File: config.mk
export PLATFORM = sky130hd
export DESIGN_NAME = bw_host_window
export DESIGN_NICKNAME = d
export VERILOG_FILES = /design/src/rtl/bw_pkg.sv /design/src/rtl/bw_lane_dec.sv /design/src/rtl/bw_ptr.sv /design/src/rtl/bw_rd_ret.sv /design/src/rtl/bw_host_window.sv
export SDC_FILE = /design/constraint.sdc
export NUM_CORES = 1
export LEC_CHECK = 0
export ABC_AREA = 0
export BUFFER_PORTS_ARGS = -buffer_cell sky130_fd_sc_hd__buf_4
export CORE_MARGIN = 2
export CORE_UTILIZATION = 45
export CTS_CLUSTER_SIZE = 30
export DETAILED_ROUTE_END_ITERATION = 10
export PLACE_DENSITY = 0.82
export SYNTH_ARGS = -nofsm -noshare
export SYNTH_HDL_FRONTEND = slang
export SYNTH_SLANG_ARGS = --single-unit
File: constraint.sdc
create_clock -name clk -period 11.6 [get_ports clk]
set_clock_uncertainty 0.2 [all_clocks]
set_input_delay 1.74 -clock clk [delete_from_list [all_inputs] [get_ports clk]]
set_output_delay 1.74 -clock clk [all_outputs]
set_load 0.02 [all_outputs]
File: src/rtl/bw_pkg.sv
// Shared constants and lane classification type for the banked host window.
// Assumes a 16-byte window and four-byte host data path.
package bw_pkg;
    localparam int LANES   = 4;
    localparam int OFS_W   = 11;
    localparam int PSEL_BIT = 15;
    localparam int AUTO_BIT = 14;

    localparam logic [3:0] A_BANK = 4'd14;
    localparam logic [3:0] A_ID   = 4'd15;
    localparam logic [3:0] A_PCNT = 4'd8;
    localparam logic [3:0] A_REV  = 4'd10;
    localparam logic [3:0] A_PLO  = 4'd6;
    localparam logic [3:0] A_PHI  = 4'd7;
    localparam logic [3:0] A_TRIM = 4'd12;

    localparam logic [1:0] BK_CNT = 2'd0;
    localparam logic [1:0] BK_PTR = 2'd2;
    localparam logic [1:0] BK_REV = 2'd3;

    localparam logic [7:0] ID_BYTE  = 8'h33;
    localparam logic [7:0] REV_BYTE = 8'h91;
    localparam logic [7:0] PHI_MASK = 8'hF7;

    typedef enum logic [3:0] {
        LK_OFF, LK_BANK, LK_ID, LK_IGN, LK_PCNT,
        LK_REV, LK_PLO, LK_PHI, LK_DATA, LK_BAD
    } lane_kind_t;
endpackage

File: src/rtl/bw_lane_dec.sv
// Classifies one byte lane of a host access by bank, offset and direction.
// Assumes the caller has already applied size and trim gating to 'active'.
module bw_lane_dec
    import bw_pkg::*;
(
    input  logic       active,
    input  logic       is_wr,
    input  logic [1:0] bank,
    input  logic [3:0] ofs,
    output lane_kind_t kind
);
    // Offset decode, bank-independent offsets first.
    always_comb begin
        kind = LK_BAD;
        if (!active)                                   kind = LK_OFF;
        else if (ofs == A_BANK)                        kind = LK_BANK;
        else if (ofs == A_ID)                          kind = is_wr ? LK_IGN : LK_ID;
        else if (bank == BK_CNT && ofs == A_PCNT && !is_wr) kind = LK_PCNT;
        else if (bank == BK_REV && ofs == A_REV && !is_wr)  kind = LK_REV;
        else if (bank == BK_PTR && ofs == A_PLO)       kind = LK_PLO;
        else if (bank == BK_PTR && ofs == A_PHI)       kind = LK_PHI;
        else if (bank == BK_PTR && ofs[3:2] == 2'b10)  kind = LK_DATA;
    end
endmodule

File: src/rtl/bw_ptr.sv
// Holds the 16-bit buffer pointer and forms a {page, offset} address per lane.
// Assumes pointer writes and data-window steps never occur in the same access.
module bw_ptr
    import bw_pkg::*;
#(
    parameter int PAGE_W = 2,
    localparam int AW = PAGE_W + OFS_W
) (
    input  logic                   clk,
    input  logic                   rst_n,
    input  logic                   wr_lo,
    input  logic                   wr_hi,
    input  logic [7:0]             lo_val,
    input  logic [7:0]             hi_val,
    input  logic                   step,
    input  logic [2:0]             step_n,
    input  logic [LANES-1:0][1:0]  lane_lo,
    input  logic [PAGE_W-1:0]      rx_page,
    input  logic [PAGE_W-1:0]      pk_page,
    output logic [15:0]            ptr_q,
    output logic [LANES*AW-1:0]    lane_addr
);
    logic [PAGE_W-1:0] page;

    // Pointer register: byte writes and wrapping offset advance.
    always_ff @(posedge clk) begin
        if (!rst_n) begin
            ptr_q <= '0;
        end else begin
            if (wr_lo) ptr_q[7:0]  <= lo_val;
            if (wr_hi) ptr_q[15:8] <= hi_val;
            if (step)  ptr_q[OFS_W-1:0] <= ptr_q[OFS_W-1:0] + OFS_W'(step_n);
        end
    end

    // Page select from the pointer's top bit.
    always_comb page = ptr_q[PSEL_BIT] ? rx_page : pk_page;

    for (genvar k = 0; k < LANES; k++) begin : g_addr
        logic [OFS_W-1:0] adj;
        // Offset step: data-byte index when auto-incrementing, else window lane.
        always_comb adj = ptr_q[AUTO_BIT] ? OFS_W'(k) : OFS_W'(lane_lo[k]);
        assign lane_addr[k*AW +: AW] = {page, ptr_q[OFS_W-1:0] + adj};
    end
endmodule

File: src/rtl/bw_rd_ret.sv
// Captures per-lane read sources and assembles host read data one cycle later.
// Assumes buffer memory returns read bytes exactly one cycle after enable.
module bw_rd_ret
    import bw_pkg::*;
#(
    parameter int NUM_PAGES = 4
) (
    input  logic                  clk,
    input  logic                  rst_n,
    input  logic                  rd_go,
    input  lane_kind_t [LANES-1:0] kind,
    input  logic [1:0]            bank,
    input  logic [15:0]           ptr,
    input  logic [31:0]           mem_rdata,
    output logic [31:0]           rdata,
    output logic                  rvalid
);
    logic [31:0]      const_d, const_q;
    logic [LANES-1:0] mem_d, mem_q;

    // Per-lane constant byte or memory-source flag.
    always_comb begin
        const_d = '0;
        mem_d   = '0;
        for (int k = 0; k < LANES; k++) begin
            case (kind[k])
                LK_BANK: const_d[8*k +: 8] = {6'd0, bank};
                LK_ID:   const_d[8*k +: 8] = ID_BYTE;
                LK_PCNT: const_d[8*k +: 8] = 8'(NUM_PAGES);
                LK_REV:  const_d[8*k +: 8] = REV_BYTE;
                LK_PLO:  const_d[8*k +: 8] = ptr[7:0];
                LK_PHI:  const_d[8*k +: 8] = ptr[15:8] & PHI_MASK;
                LK_DATA: mem_d[k] = 1'b1;
                default: ;
            endcase
        end
    end

    // Return-stage registers.
    always_ff @(posedge clk) begin
        if (!rst_n) begin
            rvalid  <= 1'b0;
            const_q <= '0;
            mem_q   <= '0;
        end else begin
            rvalid <= rd_go;
            if (rd_go) begin
                const_q <= const_d;
                mem_q   <= mem_d;
            end
        end
    end

    // Lane merge of constants and memory bytes.
    always_comb begin
        rdata = '0;
        for (int k = 0; k < LANES; k++)
            rdata[8*k +: 8] = !rvalid ? 8'd0 : (mem_q[k] ? mem_rdata[8*k +: 8] : const_q[8*k +: 8]);
    end
endmodule

File: src/rtl/bw_host_window.sv
// Banked 16-byte host register window with a pointer-driven packet-buffer data port.
// Splits each aligned 1/2/4-byte access into per-lane byte operations in one cycle.
// Assumes host_wr and host_rd are single-cycle pulses; a write wins over a read.
module bw_host_window
    import bw_pkg::*;
#(
    parameter int PAGE_W    = 2,
    parameter int NUM_PAGES = 4
) (
    input  logic                              clk,
    input  logic                              rst_n,
    input  logic                              host_wr,
    input  logic                              host_rd,
    input  logic [3:0]                        host_addr,
    input  logic [1:0]                        host_size,
    input  logic [31:0]                       host_wdata,
    output logic [31:0]                       host_rdata,
    output logic                              host_rvalid,
    output logic                              host_err,
    input  logic [PAGE_W-1:0]                 rx_head_page,
    input  logic [PAGE_W-1:0]                 pkt_page,
    output logic [LANES-1:0]                  mem_en,
    output logic [LANES-1:0]                  mem_we,
    output logic [LANES*(PAGE_W+OFS_W)-1:0]   mem_addr,
    output logic [31:0]                       mem_wdata,
    input  logic [31:0]                       mem_rdata
);
    logic                  go, trim, rd_go;
    logic [2:0]            nbytes;
    logic [3:0]            base;
    logic [1:0]            bank_q, bank_val;
    logic                  bank_wr, data_hit, bad_hit, err_q;
    logic                  wr_lo, wr_hi;
    logic [7:0]            lo_val, hi_val;
    logic [15:0]           ptr_q;
    logic [LANES-1:0][1:0] lane_lo;
    lane_kind_t [LANES-1:0] kind;

    // Access size, aligned base offset and word-write trim.
    always_comb begin
        go     = host_wr | host_rd;
        rd_go  = host_rd & ~host_wr;
        case (host_size)
            2'd0:    nbytes = 3'd1;
            2'd1:    nbytes = 3'd2;
            default: nbytes = 3'd4;
        endcase
        base = host_addr & ~(4'(nbytes) - 4'd1);
        trim = host_wr && nbytes == 3'd4 && base == A_TRIM;
    end

    for (genvar k = 0; k < LANES; k++) begin : g_lane
        logic [3:0] ofs;
        logic       act;
        assign ofs = base + 4'(k);
        assign act = go && (k < int'(nbytes)) && !(trim && k < 2);
        bw_lane_dec u_dec (
            .active (act),
            .is_wr  (host_wr),
            .bank   (bank_q),
            .ofs    (ofs),
            .kind   (kind[k])
        );
        assign lane_lo[k] = ofs[1:0];
        assign mem_en[k]  = (kind[k] == LK_DATA);
        assign mem_we[k]  = (kind[k] == LK_DATA) && host_wr;
    end

    assign mem_wdata = host_wdata;

    // Gather register write requests and hit flags across lanes.
    always_comb begin
        wr_lo = 1'b0; wr_hi = 1'b0; lo_val = '0; hi_val = '0;
        bank_wr = 1'b0; bank_val = bank_q; data_hit = 1'b0; bad_hit = 1'b0;
        for (int k = 0; k < LANES; k++) begin
            case (kind[k])
                LK_BANK: if (host_wr) begin bank_wr = 1'b1; bank_val = host_wdata[8*k +: 2]; end
                LK_PLO:  if (host_wr) begin wr_lo = 1'b1; lo_val = host_wdata[8*k +: 8]; end
                LK_PHI:  if (host_wr) begin wr_hi = 1'b1; hi_val = host_wdata[8*k +: 8]; end
                LK_DATA: data_hit = 1'b1;
                LK_BAD:  bad_hit = 1'b1;
                default: ;
            endcase
        end
    end

    // Bank register and error pulse.
    always_ff @(posedge clk) begin
        if (!rst_n) begin
            bank_q <= '0;
            err_q  <= 1'b0;
        end else begin
            if (bank_wr) bank_q <= bank_val;
            err_q <= bad_hit;
        end
    end
    assign host_err = err_q;

    bw_ptr #(.PAGE_W(PAGE_W)) u_ptr (
        .clk       (clk),
        .rst_n     (rst_n),
        .wr_lo     (wr_lo),
        .wr_hi     (wr_hi),
        .lo_val    (lo_val),
        .hi_val    (hi_val),
        .step      (data_hit && ptr_q[AUTO_BIT]),
        .step_n    (nbytes),
        .lane_lo   (lane_lo),
        .rx_page   (rx_head_page),
        .pk_page   (pkt_page),
        .ptr_q     (ptr_q),
        .lane_addr (mem_addr)
    );

    bw_rd_ret #(.NUM_PAGES(NUM_PAGES)) u_ret (
        .clk       (clk),
        .rst_n     (rst_n),
        .rd_go     (rd_go),
        .kind      (kind),
        .bank      (bank_q),
        .ptr       (ptr_q),
        .mem_rdata (mem_rdata),
        .rdata     (host_rdata),
        .rvalid    (host_rvalid)
    );
endmodule

==> out/results.tsv <==
metric	value	unit
max frequency	144	MHz
Async SR Flop Fraction	0	%
NetSw	0.167	mW
diode count	0	
vias per cell	6.10	
most frequent cell on the critical path	nor2_1	
GPL Wtd Cong	1.04	
FF+latch count, synth	55	
depth of the worst hold-timing path	2	
share of the synthesized area in the top cell type	17.2	%
met3 routed WL	2520	µm
reg2reg path depth	8	
Syn Std Cell Area	0.00639	mm²
WL met1	8620	µm
sequential fraction of the synthesis area	17.2	%
Overflow after GRT	0	
post-synthesis compound-gate area fraction	25.2	%
cell accounting for the most synthesized area	dfxtp_1	
CORE AREA	0.0139	mm²
Total Power	0.518	mW
Vias	7031	
synth warn	0	
setup TNS	0	ns
Sink Count	55	
mux share of post-synthesis cell area	8.67	%
Max Cap Viol	0	
fin nets	1072	
drt wl/cell	19.6	µm
layout cells sized above 1	27.4	%
CTS max path bufs	2	
CP required	9.66	ns
Synth Flop Type	dfxtp_1	
Worst-Skew Late Latency	0.30	ns
count leader, synth	nor2_1	
Setup-failing EPs final	0	
Post-DP HPWL	17300	µm
syn_nets	956	
Comb power frac	28.7	%
post-synthesis simple-gate area fraction	27.4	%
Net Sw Frac	32.3	%
Critical Path AT	5.01	ns
cell internal pwr	0.350	mW
flop-to-flop setup slack	7.32	ns
Detailed Route WL	22600	µm
top sig layer	met4	
TritonRoute pass-1 iters	8	
Distinct cells, synth	96	
Final Hold Fails	0	
Worst Path Class, Setup	input port to output pin	
xor and xnor fraction of the mapped netlist area	6.29	%
post-layout min period	6.95	ns
sequential power share	37.8	%
Residual DRC	0	
Initial Util	46.0	%
footprint of the multi-input gates	0.00463	mm²
die height	123	µm
HP Class	flop to flop	
worst hold slack	0.258	ns
CTS tree	done	
Synth-to-Final Area Change	21.9	%
CP Buf/Inv Count	3	
number of flops mapped to enable cells by yosys	0	
Commonest cells post-synth	89 x nor2_1, 78 x nand2_1, 55 x dfxtp_1	
H-tree depth	2	
maximum vdd drop	0.0680	mV
Reg area	0.00110	mm²
pin count of the biggest net entering global routing	41	
first-pass GRT wire length	34000	µm
Starting DRT DRC Count	711	
post-route ant nets	0	
Rel. slew slack	31.0	%
startpoint types	input port	
critical path endpoint category	output pin	
top cells by area, synth	dfxtp_1 17%, mux2i_1 6.7%, nor2_1 5.2%	
Cell Pwr Density	66.4	mW/mm²
RSZ-0062 raised after global routing	false	
cts bufs inserted	5	
fillcell total	1329	
Post-Synth Adder-Cell Area	4.90	%
Crit Path Max Fanout	12	
Avg Cell Area, Syn	7.46	µm²
master of the slowest instance on the critical path	a2111oi_2	
leakage power	3.04	nW
CTS clk-pin slew, worst paths	0.07	ns
row cnt	43	
Worst path depth	13	
Post-Synthesis Cells	856	
slew of the pin with the lowest slew margin	1.03	ns
PortBufs	203	
Max Transition Viols Final	0	
CTS Hold Buffers Added	0	
Routed met2 length	10900	µm
Post-CTS Setup Bufs	0	
Worst path max stage delay	0.58	ns
global-route usage over all layers	28.8	%
die width	123	µm
Ports	204	
initial antenna violation count	0	
Root Buffer	clkbuf_16	
worst-path cell chain	buf_4 > nor2_1 > inv_1 > ha_1 > xor2_2 > nor2_1 > ha_1 > or3_1 > a2111oi_2 > a31oi_2 > a21o_4 > nor2_1 > buf_4	
largest family of logic cells by synthesized area	simple AND/OR/NAND/NOR gates	
vias in the first global route	6386	
Clk pwr share	33.6	%
Crit path max-delay family	compound AO/OA/AOI/OAI gates	
# resized after CTS	0	
status	finished clean	
die area	0.0152	mm²
final worst-path cycle share	59.9	%
cell families (layout without fill, tap and decap cells):
logic type | after synthesis | in the layout
and+or+nand+nor | 336 | 336
AOI/OAI and AO/OA | 223 | 223
buffers and inverters | 124 | 240
DFF | 55 | 55
muxes | 54 | 54
xor gates and xnor gates | 42 | 42
adders and majority gates | 22 | 22
power by group through the flow:
| stage | sequential (mW) | clock (mW) | combinational (mW) |
|---|---|---|---|
| after floorplan | 0.196 | 0 | 0.0974 |
| after global placement | 0.200 | 0 | 0.145 |
| after detailed placement | 0.200 | 0 | 0.145 |
| after CTS | 0.195 | 0.172 | 0.146 |
| after global routing | 0.196 | 0.180 | 0.158 |
| final | 0.195 | 0.174 | 0.148 |
final timing paths:
check / startpoint / endpoint
max: host_size[1] / mem_we[3]
min: u_ret.const_q[2] / u_ret.const_q[2]
max reg2reg: bank_q[1] / u_ptr.ptr_q[3]
min reg2reg: u_ret.const_q[2] / u_ret.const_q[2]
routing by layer:
layer,vias up,global-route usage [%]
met1,3286,36.6
met3,54,5.35
met2,433,49.3
met5,-,0
li1,3258,-
met4,0,8.24
registers in the layout (all words and copies together) (netlist names):
signal / cells
u_ptr.ptr_q: 15
u_ret.rvalid: 1
host_err: 1
bank_q: 2
u_ret.const_q: 32
u_ret.mem_q: 4
worst min-delay path: stages, from the launching register on:
cell and delay [ns]:
dfxtp_1 0.31, nand2_1 0.05, a21oi_1 0.05
per-stage QoR:
| step | cell area [µm²] | cells | util, % | worst slack (ns) |
|---|---|---|---|---|
| final | 7790 | 1152 | 56.1 | 4.65 |
| after global placement | 7630 | 1145 | 54.9 | 4.79 |
| after CTS | 7790 | 1152 | 56.1 | 4.66 |
| after global routing | 7790 | 1152 | 56.1 | 4.35 |
| after floorplan | 6390 | 856 | - | 5.16 |
| after detailed placement | 7630 | 1145 | 54.9 | 4.66 |
cells in the final DEF, fill, tap and decap left out, types with 5 or more instances in the layout:
cell / instances
a211oi_1: 12
a21o_1: 7
a21oi_1: 44
a221oi_1: 14
a22oi_1: 12
a31oi_1: 10
and2_1: 15
and3_1: 7
buf_4: 210
clkbuf_16: 5
dfxtp_1: 55
fa_1: 5
ha_1: 17
inv_1: 20
mux2_2: 10
mux2i_1: 43
nand2_1: 78
nand2b_1: 13
nand3_1: 26
nand3b_1: 8
nor2_1: 89
nor2b_1: 40
nor3_1: 12
nor3b_1: 5
nor4_1: 5
o211ai_1: 5
o21ai_0: 37
o21ai_1: 11
o221ai_1: 6
or3_1: 7
xnor2_1: 14
xor2_1: 25
cell type report:
type,count,share of cell area (%)
multi-input combinational,677,59.5
clock inverter,2,0.482
clock buffer,5,1.61
tap,180,2.89
timing repair buffer,210,20.2
sequential,55,14.1
inverter,23,1.17
No activity file was read; power rests on OpenSTA's default activity.
